### src/rtl/sertx_pkg.sv
package sertx_pkg;
  typedef enum logic [1:0] {
    PH_IDLE  = 2'd0,
    PH_XMIT  = 2'd1,
    PH_HOLD  = 2'd2
  } phase_e;
endpackage

### src/rtl/sertx_shreg.sv
module sertx_shreg #(
  parameter int DATA_W = 8
) (
  input  logic              clk,
  input  logic              rst_n,
  input  logic              start_char,
  input  logic              start_dummy,
  input  logic              shift_fire,
  input  logic [DATA_W-1:0] load_data,
  output logic              line_q,
  output logic              end_pat
);
  localparam int BUF_W = DATA_W + 1;

  logic [BUF_W-1:0] buf_q;
  logic             first_q;

  // True once only the bottom position may be nonzero.
  function automatic logic tail_empty(input logic [BUF_W-1:0] b);
    return ~|b[BUF_W-1:1];
  endfunction

  // Move one place toward the line, entering ins at the top.
  function automatic logic [BUF_W-1:0] shift_down(input logic [BUF_W-1:0] b,
                                                  input logic ins);
    return {ins, b[BUF_W-1:1]};
  endfunction

  always_ff @(posedge clk) begin
    if (!rst_n) begin
      buf_q   <= '0;
      line_q  <= 1'b1;
      first_q <= 1'b0;
    end else if (start_dummy) begin
      buf_q   <= '0;
      line_q  <= 1'b1;
      first_q <= 1'b0;
    end else if (start_char) begin
      buf_q   <= {1'b1, load_data};
      line_q  <= 1'b0;
      first_q <= 1'b1;
    end else if (shift_fire) begin
      line_q  <= buf_q[0];
      buf_q   <= shift_down(buf_q, first_q);
      first_q <= 1'b0;
    end
  end

  assign end_pat = tail_empty(buf_q);
endmodule

### src/rtl/sertx_ctrl.sv
module sertx_ctrl
  import sertx_pkg::*;
#(
  parameter int STOP_TICKS = 2
) (
  input  logic clk,
  input  logic rst_n,
  input  logic tick,
  input  logic start_req,
  input  logic end_pat,
  input  logic line_mark,
  output logic busy,
  output logic ready,
  output logic shift_fire,
  output logic done_fire
);
  localparam int CNT_W = $clog2(STOP_TICKS + 1);

  phase_e     phase_q;
  logic [CNT_W-1:0] cnt_q;
  logic       stop_tick;
  logic       last_stop;

  always_comb begin
    shift_fire = tick && (phase_q == PH_XMIT) && !end_pat;
    stop_tick  = tick && (phase_q != PH_IDLE) && end_pat && line_mark;
    if (phase_q == PH_XMIT) last_stop = (STOP_TICKS == 1);
    else                    last_stop = (cnt_q == CNT_W'(STOP_TICKS - 1));
    done_fire  = stop_tick && last_stop;
  end

  always_ff @(posedge clk) begin
    if (!rst_n) begin
      phase_q <= PH_IDLE;
      cnt_q   <= '0;
      ready   <= 1'b1;
    end else if (start_req) begin
      phase_q <= PH_XMIT;
      cnt_q   <= '0;
      ready   <= 1'b0;
    end else if (done_fire) begin
      phase_q <= PH_IDLE;
      cnt_q   <= '0;
      ready   <= 1'b1;
    end else if (stop_tick) begin
      phase_q <= PH_HOLD;
      cnt_q   <= cnt_q + 1'b1;
    end
  end

  assign busy = (phase_q != PH_IDLE);
endmodule

### src/rtl/sertx_sentinel.sv
module sertx_sentinel #(
  parameter int DATA_W     = 8,
  parameter int STOP_TICKS = 2
) (
  input  logic              clk,
  input  logic              rst_n,
  input  logic              tick,
  input  logic              load_strobe,
  input  logic [DATA_W-1:0] load_data,
  input  logic              mode_cmd,
  output logic              line_out,
  output logic              busy,
  output logic              ready
);
  logic start_char;
  logic start_dummy;
  logic start_req;
  logic shift_fire;
  logic done_fire;
  logic end_pat;

  // Commands are taken only while idle; mode command has priority.
  assign start_dummy = mode_cmd && !busy;
  assign start_char  = load_strobe && !busy && !mode_cmd;
  assign start_req   = start_dummy || start_char;

  sertx_ctrl #(.STOP_TICKS(STOP_TICKS)) ctrl_i (
    .clk        (clk),
    .rst_n      (rst_n),
    .tick       (tick),
    .start_req  (start_req),
    .end_pat    (end_pat),
    .line_mark  (line_out),
    .busy       (busy),
    .ready      (ready),
    .shift_fire (shift_fire),
    .done_fire  (done_fire)
  );

  sertx_shreg #(.DATA_W(DATA_W)) shreg_i (
    .clk         (clk),
    .rst_n       (rst_n),
    .start_char  (start_char),
    .start_dummy (start_dummy),
    .shift_fire  (shift_fire),
    .load_data   (load_data),
    .line_q      (line_out),
    .end_pat     (end_pat)
  );
endmodule

### config.mk
export PLATFORM = sky130hd
export DESIGN_NAME = sertx_sentinel
export DESIGN_NICKNAME = d
export VERILOG_FILES = /design/src/rtl/sertx_pkg.sv /design/src/rtl/sertx_shreg.sv /design/src/rtl/sertx_ctrl.sv /design/src/rtl/sertx_sentinel.sv
export SDC_FILE = /design/constraint.sdc
export NUM_CORES = 1
export LEC_CHECK = 0
export ABC_AREA = 1
export BUFFER_PORTS_ARGS = -buffer_cell sky130_fd_sc_hd__buf_2
export CAP_MARGIN = 10
export CORE_MARGIN = 4
export CORE_UTILIZATION = 45
export CTS_BUF_LIST = sky130_fd_sc_hd__clkbuf_8 sky130_fd_sc_hd__clkbuf_16
export DETAILED_ROUTE_END_ITERATION = 8
export GPL_TIMING_DRIVEN = 0
export PLACE_DENSITY = 0.69
export SLEW_MARGIN = 20
export SYNTH_ARGS = -nofsm -noshare
export SYNTH_HDL_FRONTEND = slang
export SYNTH_SLANG_ARGS = --single-unit
### constraint.sdc
create_clock -name clk -period 1.2 [get_ports clk]
set_clock_uncertainty 0.1 [all_clocks]
set_input_delay 0 -clock clk [delete_from_list [all_inputs] [get_ports clk]]
set_output_delay 0 -clock clk [all_outputs]
set_load 0.02 [all_outputs]
==> impl_metrics.tcl, run 1 <==
set metrics [dict create \
    min_path_type "in -> reg" \
    grt-ovfl-total 0 \
    hold_viol_final 0 \
    drc 0 \
    vias 952 \
    crit_chain "nor2_4 > nand3_4 > buf_8 > nand2_2 > nand2_2 > nand2_1 > a21oi_2" \
    maxCapViolations 0 \
    nNetsFinal 177 \
    core_sq_mm 0.001783 \
    track_usage 0.1922 \
    status "finished with violations" \
    path_common_cell "nand2_2" \
    antenna_found_initial 0 \
    antenna_cells 0 \
    cts_sinks 16 \
    clk_pin_slew_ns 0.07 \
    clk_latency_ns 0.26 \
    die_area_sq_mm 0.002693 \
    syn-num-nets 140 \
    cts_made_buffers 3 \
    top_layer_used "met4" \
    crit_required_ns 1.24 \
    gp_congestion 0.8510 \
    syn_area_sq_um 867.1 \
    synthCells 126 \
    syn_area_per_cell_sq_um 6.882 \
    arrival_ns 1.41 \
    fin_setup_tns_ns -1.613 \
    worst-path-max-fanout 7 \
    setup_viol 15 \
    failed_checks "setup timing" \
    drtIter0Drc 17 \
    cts_max_level 1 \
    wl_met3_microns 96 \
    final_max_slew_viol_count 0 \
    period_needed_ns 1.362 \
    routed_wirelength_mm 2.587 \
    period_share 1.135 \
    yosys_warnings 0 \
    tightest_slew_ns 0.2639 \
    worst_slack_ns -0.1620 \
    area_growth_pct 52.81 \
    crit_family "simple AND/OR/NAND/NOR gates" \
    firstDrtPassIters 4 \
    ant_nets 0 \
    rsz0062_at_grt "yes" \
    slew_headroom 0.8229 \
    pre_cts_ws_ns -0.1520 \
    p_leak_nw 0.5990 \
    grt_pass1_wl_mm 3.836 \
    die_h_microns 51.90 \
    synth.distinct_cells 23 \
    cts_tree "yes" \
    worst-path-buf-inv 1 \
    die_w_microns 51.90 \
    peakVddDrop_v 0.0008602 \
    worstSetupStartpointType "register" \
    post-dp-hpwl_mm 1.412 \
    drive_above_1_share 0.4321 \
    wire_per_inst_microns 13.83 \
    crit_type "reg -> reg" \
    routed_via_density 5.091 \
    rows 15 \
    wl_met2_mm 1.243 \
    end_kind "register" \
    wl_met1_mm 1.186 \
    ys_seq_elements 16 \
    grt_max_degree 11 \
    root_buffer "clkbuf_8" \
    ys_seq_area_frac 0.3694 \
    grt_pass1_vias 889 \
    io_pins 16 \
    p_per_area_mw_per_mm2 1099 \
    initial_core_util 0.4863 \
    clock_path_buffers 2 \
    cpPeakStageDelay_ns 0.36 \
    io_buffer_count 15 \
    crit_slowest_cell "dfxtp_2" \
    finalPower_w 0.001456 \
    max_freq_mhz 734.2 \
]
-- area by class of cell --
| type | instances | area (sq um) |
|---|---|---|
| sequential | 16 | 331.6 |
| inverter | 13 | 53.80 |
| clock buffer | 4 | 55.05 |
| tap | 25 | 31.28 |
| fill | 133 | 457.9 |
| buffer | 2 | 26.28 |
| timing repair buffer | 32 | 251.5 |
| multi-input combinational | 95 | 575.6 |
-- power breakdown --
group / switching, W / total, W / internal [W]
Sequential: 0.0000263 / 0.000585 / 0.000559
Clock: 0.000201 / 0.000493 / 0.000292
Combinational: 0.000213 / 0.000378 / 0.000165
Total: 0.000441 / 0.00146 / 0.00102
-- worst register-to-register path: stages, from the launching register on --
cell and delay, ns:
dfxtp_2 0.36, nor2_4 0.17, nand3_4 0.20, buf_8 0.20
nand2_2 0.06, nand2_2 0.05, nand2_1 0.07, a21oi_2 0.05
-- placed cells by master, fill, tap and decap left out, types with 2 or more instances in the layout --
cell type	netlist	layout
inv_2	0	2
a21oi_2	1	3
dfxtp_2	0	9
dlygate4sd3_1	0	8
nor2_2	2	2
a21oi_1	10	7
dfxtp_1	16	7
nor2_1	14	10
nand3_1	14	10
buf_6	2	4
clkbuf_8	0	4
buf_4	0	5
buf_2	0	15
nand2_1	38	32
inv_1	12	10
nand2_2	2	6
nand2_4	1	3
nand3_2	0	4
nor2_4	2	6
-- synthesized netlist by cell type --
cell      instances  share of area
a21boi_0          1         0.0087
a21oi_1          10          0.058
a21oi_2           1          0.010
a31oi_1           1         0.0072
and2_2            1         0.0087
buf_6             2          0.026
clkinv_2          1         0.0058
dfxtp_1          16           0.37
ha_1              1          0.014
inv_1            12          0.052
nand2_1          38           0.16
nand2_2           2          0.014
nand2_4           1          0.013
nand3_1          14          0.081
nand3_4           1          0.020
nand4_1           1         0.0072
nor2_1           14          0.061
nor2_2            2          0.014
nor2_4            2          0.026
o21ai_0           2          0.012
o21ai_2           1          0.010
or2_0             1         0.0072
xor2_1            1          0.010
-- sequential cells by signal (all words and copies together) (netlist names) --
name             flops
ctrl_i.phase_q       2
ctrl_i.ready         1
shreg_i.buf_q        9
shreg_i.first_q      1
shreg_i.line_q       1
ctrl_i.cnt_q         2
-- per-layer routing --
metal | up-vias | global-route usage
met5 | - | 0
li1 | 476 | -
met4 | 0 | 0.05240
met3 | 6 | 0.06017
met1 | 450 | 0.2346
met2 | 20 | 0.3222
-- final timing paths --
path	slack [ns]	depth (start not counted)	end	startpoint
worst max-delay path	-0.16	7	shreg_i.buf_q[5]$_SDFFE_PP0P_	ctrl_i.phase_q[0]$_SDFFE_PN0P_
worst min-delay path	0.01	5	shreg_i.buf_q[5]$_SDFFE_PP0P_	load_data[5]
worst max register to register	-0.16	7	shreg_i.buf_q[5]$_SDFFE_PP0P_	ctrl_i.phase_q[0]$_SDFFE_PN0P_
worst min register to register	0.38	2	ctrl_i.cnt_q[1]$_SDFFE_PP0P_	ctrl_i.cnt_q[1]$_SDFFE_PP0P_
-- cells by family after synthesis --
group                      synth area share
AOI/OAI and AO/OA                    0.1054
buffers and inverters               0.08368
xor gates and xnor gates            0.01010
DFF                                  0.3694
adders and majority gates           0.01443
and+or+nand+nor                      0.4170
-- stage by stage --
step                      instances    util  hold slack [ns]  area, sq um
after floorplan                 126       -          0.01133        868.3
after global placement          166  0.5467           0.1242        974.7
after detailed placement        166  0.5467           0.1280        974.7
after CTS                       185  0.6884         0.004549         1227
after global routing            187  0.7432          0.02442         1325
final                           187  0.7432          0.01038         1325
-- repair_timing --
action,4_1_cts,5_1_grt
buffers inserted,6,1
gates resized for setup,24,20
hold endpoints to repair,13,0
pin swaps,12,10
gates cloned,1,1
hold buffers,8,0
endpoints found under the setup margin,14,17
Power figures use the tool's default switching activity.
==> run 2: changes to the inputs <==
--- a/config.mk
+++ b/config.mk
@@ -13,7 +13,7 @@
 export CTS_BUF_LIST = sky130_fd_sc_hd__clkbuf_8 sky130_fd_sc_hd__clkbuf_16
 export DETAILED_ROUTE_END_ITERATION = 8
 export GPL_TIMING_DRIVEN = 0
-export PLACE_DENSITY = 0.69
+export PLACE_DENSITY = 0.67
 export SLEW_MARGIN = 20
 export SYNTH_ARGS = -nofsm -noshare
 export SYNTH_HDL_FRONTEND = slang
==> constraint.sdc (replaced) <==
create_clock -name clk -period 1.3 [get_ports clk]
set_clock_uncertainty 0.1 [all_clocks]
set_input_delay 0 -clock clk [delete_from_list [all_inputs] [get_ports clk]]
set_output_delay 0 -clock clk [all_outputs]
set_load 0.02 [all_outputs]
==> impl_metrics.tcl, run 2 (synthesis gave the netlist of run 1 again) <==
set metrics [dict create \
    cts_sinks 16 \
    whs_ns 0.04533 \
    crit_family "simple AND/OR/NAND/NOR gates" \
    p_leak_nw 0.5871 \
    die_w_microns 51.90 \
    io_pins 16 \
    failed_checks "setup timing" \
    layout_commonest_cell "nand2_1" \
    end_kind "register" \
    die_area_sq_mm 0.002693 \
    grt_pass1_wl_mm 3.553 \
    min_path_type "in -> reg" \
    routed_via_density 5.124 \
    fin_setup_tns_ns -0.2665 \
    die_h_microns 51.90 \
    largest-register "shreg_i.buf_q" \
    slew_headroom 0.7300 \
    grt_use_met1 0.2403 \
    root_buffer "clkbuf_8" \
    hold_viol_final 0 \
    nNetsFinal 176 \
    track_usage 0.1791 \
    post-dp-hpwl_mm 1.442 \
    firstDrtPassIters 4 \
    seqPwrFrac 0.406 \
    ant_nets 0 \
    drive_above_1_share 0.3913 \
    met2_usage 0.2824 \
    tightest_slew_ns 0.4008 \
    grt_max_degree 11 \
    layout_common_cells "nand2_1 (33), buf_2 (15), inv_1 (11), nand3_1 (11), nor2_1 (10)" \
    worst_slack_ns -0.04204 \
    clk_latency_ns 0.25 \
    final_max_slew_viol_count 0 \
    initial_core_util 0.4863 \
    post-place-cells 166 \
    largest_register_ffs 9 \
    grt_util_met3 0.06017 \
    grt_pass1_vias 788 \
    worst-path-max-fanout 5 \
    cts_max_level 1 \
    antenna_found_initial 0 \
    wire_per_inst_microns 13.22 \
    rsz0062_at_grt "yes" \
    peakVddDrop_v 0.0009225 \
    path_common_cell "nand2_4" \
    p_per_area_mw_per_mm2 1033 \
    worstSetupStartpointType "register" \
    cts_tree "yes" \
    grt-busiest-layer "met2" \
    top_regs "shreg_i.buf_q: 9 flops, ctrl_i.cnt_q: 2 flops, ctrl_i.phase_q: 2 flops" \
    crit_required_ns 1.39 \
    arrival_ns 1.44 \
    rows 15 \
    clock_path_buffers 2 \
    crit_type "reg -> reg" \
    drtIter0Drc 40 \
    antenna_cells 0 \
    cpPeakStageDelay_ns 0.34 \
    p_clk_frac 0.347 \
    setup_viol 10 \
    p_switching_w 0.0003941 \
    maxCapViolations 0 \
    clk_pin_slew_ns 0.07 \
    crit_chain "nor2_2 > nand2_4 > nor2_4 > nand2_4 > or2_0 > a21oi_2" \
    gp_congestion 0.8592 \
    routed_wirelength_mm 2.458 \
    final_util 0.7172 \
    core_sq_mm 0.001783 \
    period_needed_ns 1.342 \
    cts_made_buffers 3 \
    drc 0 \
    grt-ovfl-total 0 \
    p_int_w 0.0009274 \
    finalPower_w 0.001322 \
    period_share 1.032 \
    vias 953 \
    crit_slowest_cell "dfxtp_2" \
    sw_frac_of_total 0.2982 \
    status "finished with violations" \
    io_buffer_count 15 \
    area_growth_pct 47.48 \
    max_freq_mhz 745.1 \
    instances_no_fill 186 \
    worst-path-buf-inv 0 \
    power_frac_comb 0.247 \
]
==> run 2: worst paths after layout <==
path / depth (start not counted) / slack [ns] / from / end
worst max-delay path: 6 / -0.04 / shreg_i.buf_q[8]$_SDFFE_PP0P_ / ctrl_i.cnt_q[1]$_SDFFE_PP0P_
worst min-delay path: 5 / 0.05 / load_data[6] / shreg_i.buf_q[6]$_SDFFE_PP0P_
worst max register to register: 6 / -0.04 / shreg_i.buf_q[8]$_SDFFE_PP0P_ / ctrl_i.cnt_q[1]$_SDFFE_PP0P_
worst min register to register: 2 / 0.37 / ctrl_i.ready$_SDFFE_PN1P_ / ctrl_i.ready$_SDFFE_PN1P_
==> run 2: layout make-up <==
class / count / area, sq um
buffer: 2 / 26.28
clock buffer: 4 / 55.05
fill: 135 / 504.2
inverter: 13 / 53.80
multi-input combinational: 95 / 540.5
sequential: 16 / 329.1
tap: 25 / 31.28
timing repair buffer: 31 / 242.7
==> run 2: layer usage <==
metal / vias to the layer above / wire [microns] / share of wire
met2: 28 / 1203 / 0.49
met4: 0 / 61 / 0.025
met1: 441 / 1089 / 0.44
met3: 10 / 103 / 0.042
met5: - / 0 / 0
li1: 474 / - / -
==> run 2: power by group through the flow <==
stage / sequential [W] / combinational (W) / clock (W)
3_5_place_dp: 0.000543 / 0.000231 / 0
6_report: 0.000537 / 0.000326 / 0.000458
4_1_cts: 0.000534 / 0.000266 / 0.000457
3_3_place_gp: 0.000543 / 0.000225 / 0
5_1_grt: 0.000539 / 0.000357 / 0.000485
2_1_floorplan: 0.000549 / 0.000156 / 0
==> run 2: tightest hold or removal path: stages <==
cell     delay (ns)
buf_2          0.10
nand4_1        0.08
nand2_1        0.06
nand2_1        0.06
a21oi_1        0.05
==> run 2: what timing repair did <==
action                                  in CTS  in global routing
buffers inserted                             3                  2
hold buffers                                 9                  0
endpoints found under the hold margin       11                  0
resized for setup                            5                 27
gates cloned                                 0                  2
pin swaps                                    5                  8
endpoints found under the setup margin       9                 13
==> run 2: stage by stage <==
| stage | area, sq um | worst slack [ns] |
|---|---|---|
| 2_1_floorplan | 867.1 | 0.05644 |
| 3_3_place_gp | 973.4 | -0.01763 |
| 3_5_place_dp | 973.4 | -0.03745 |
| 4_1_cts | 1149 | 0.0008175 |
| 5_1_grt | 1279 | -0.1460 |
| 6_report | 1279 | -0.04204 |
==> run 3: changes to the inputs <==
--- a/config.mk
+++ b/config.mk
@@ -6,6 +6,7 @@
 export NUM_CORES = 1
 export LEC_CHECK = 0
 export ABC_AREA = 1
+export ABC_CLOCK_PERIOD_IN_PS = 1300
 export BUFFER_PORTS_ARGS = -buffer_cell sky130_fd_sc_hd__buf_2
 export CAP_MARGIN = 10
 export CORE_MARGIN = 4
@@ -14,6 +15,7 @@
 export DETAILED_ROUTE_END_ITERATION = 8
 export GPL_TIMING_DRIVEN = 0
 export PLACE_DENSITY = 0.67
+export SKIP_CTS_REPAIR_TIMING = 1
 export SLEW_MARGIN = 20
 export SYNTH_ARGS = -nofsm -noshare
 export SYNTH_HDL_FRONTEND = slang
==> impl_metrics.tcl, run 3 (synthesis gave the netlist of run 1 again) <==
set metrics [dict create \
    drtIter0Drc 19 \
    io_pins 16 \
    antenna_cells 0 \
    slew_headroom 0.7474 \
    gp_congestion 0.8592 \
    cpPeakStageDelay_ns 0.35 \
    cts_made_buffers 3 \
    clk_latency_ns 0.25 \
    hold_viol_final 5 \
    routed_wirelength_mm 2.182 \
    period_needed_ns 1.339 \
    routed_via_density 4.962 \
    root_buffer "clkbuf_8" \
    clk_pin_slew_ns 0.07 \
    tightest_slew_ns 0.3749 \
    die_area_sq_mm 0.002693 \
    maxCapViolations 0 \
    period_share 1.030 \
    whs_ns -0.01447 \
    post-dp-hpwl_mm 1.442 \
    grt_max_degree 11 \
    drive_above_1_share 0.3567 \
    cts_sinks 16 \
    grt-ovfl-total 0 \
    io_buffer_count 15 \
    arrival_ns 1.37 \
    largest-register "shreg_i.buf_q" \
    drc 0 \
    die_w_microns 51.90 \
    largest_register_ffs 9 \
    peakVddDrop_v 0.0009373 \
    top_regs "shreg_i.buf_q: 9 flops, ctrl_i.cnt_q: 2 flops, ctrl_i.phase_q: 2 flops" \
    grt_pass1_wl_mm 3.298 \
    cts_max_level 1 \
    crit_chain "nor2_4 > nand3_4 > buf_6 > nand2_1 > nand2_1 > nand2_1 > a21oi_1" \
    nNetsFinal 172 \
    cts_tree "yes" \
    p_leak_nw 0.5497 \
    p_per_area_mw_per_mm2 1076 \
    p_clk_frac 0.356 \
    failed_checks "hold timing, setup timing" \
    clock_path_buffers 2 \
    crit_required_ns 1.33 \
    seqPwrFrac 0.422 \
    rows 15 \
    max_freq_mhz 747.0 \
    vias 903 \
    rsz0062_at_grt "yes" \
    layout_commonest_cell "nand2_1" \
    status "finished with violations" \
    worst-path-buf-inv 1 \
    die_h_microns 51.90 \
    p_switching_w 0.0003696 \
    setup_viol 5 \
    worst_slack_ns -0.03865 \
    wire_per_inst_microns 11.99 \
    core_sq_mm 0.001783 \
    nFillCells 154 \
    worstSetupStartpointType "register" \
    ant_nets 0 \
    area_growth_pct 35.93 \
    finalPower_w 0.001269 \
    fin_setup_tns_ns -0.1034 \
    sw_frac_of_total 0.2913 \
    end_kind "register" \
    firstDrtPassIters 4 \
    path_common_cell "nand2_1" \
    min_path_type "in -> reg" \
    p_int_w 0.0008991 \
    initial_core_util 0.4863 \
    crit_type "reg -> reg" \
    worst-path-max-fanout 10 \
    antenna_found_initial 0 \
    grt_pass1_vias 752 \
    final_max_slew_viol_count 0 \
    crit_slowest_cell "dfxtp_2" \
    layout_common_cells "nand2_1 (37), buf_2 (15), nand3_1 (13), inv_1 (12), nor2_1 (11)" \
    track_usage 0.1665 \
    power_frac_comb 0.222 \
    pre_cts_ws_ns -0.03745 \
    crit_family "simple AND/OR/NAND/NOR gates" \
]
==> run 3: layout make-up <==
cell class,instances,area (sq um),area share
Inverter,13,53.80,0.04565
Tap cell,25,31.28,0.02654
Clock buffer,4,55.05,0.04671
Multi-Input combinational cell,95,514.2,0.4363
Timing Repair Buffer,27,172.7,0.1465
Buffer,2,22.52,0.01911
Sequential cell,16,329.1,0.2792
==> run 3: power groups by stage <==
stage / clock network [W] / registers, W / logic [W]
after floorplan: 0 / 0.000549 / 0.000156
after global placement: 0 / 0.000543 / 0.000225
after detailed placement: 0 / 0.000543 / 0.000231
after CTS: 0.000457 / 0.000533 / 0.000231
after global routing: 0.000486 / 0.000538 / 0.000312
final: 0.000452 / 0.000535 / 0.000282
==> run 3: path summary, 6_finish.rpt <==
kind	start	endpoint	slack [ns]	cells after the start
worst max-delay path	ctrl_i.phase_q[0]$_SDFFE_PN0P_	shreg_i.buf_q[5]$_SDFFE_PP0P_	-0.04	7
worst min-delay path	load_data[3]	shreg_i.buf_q[3]$_SDFFE_PP0P_	-0.01	5
worst max register to register	ctrl_i.phase_q[0]$_SDFFE_PN0P_	shreg_i.buf_q[5]$_SDFFE_PP0P_	-0.04	7
worst min register to register	ctrl_i.ready$_SDFFE_PN1P_	ctrl_i.ready$_SDFFE_PN1P_	0.37	2
==> run 3: tightest hold or removal path: stages <==
cell and delay [ns]:
buf_2 0.10, nand2_1 0.05, nand2_1 0.04, nand2_1 0.06, a21oi_1 0.05
==> run 3: metrics by stage <==
step / cells / area [sq um] / util
floorplan: 126 / 867.1 / -
global placement: 166 / 973.4 / 0.5460
detailed placement: 166 / 973.4 / 0.5460
CTS: 170 / 1028 / 0.5768
global route: 182 / 1179 / 0.6611
finish: 182 / 1179 / 0.6611
==> run 3: routing by layer <==
layer	vias to the layer above	wire length, microns	track usage
li1	459	-	-
met1	419	1011	0.2173
met2	23	1033	0.2657
met3	2	129	0.06017
met4	0	7	0.02620
met5	-	0	0
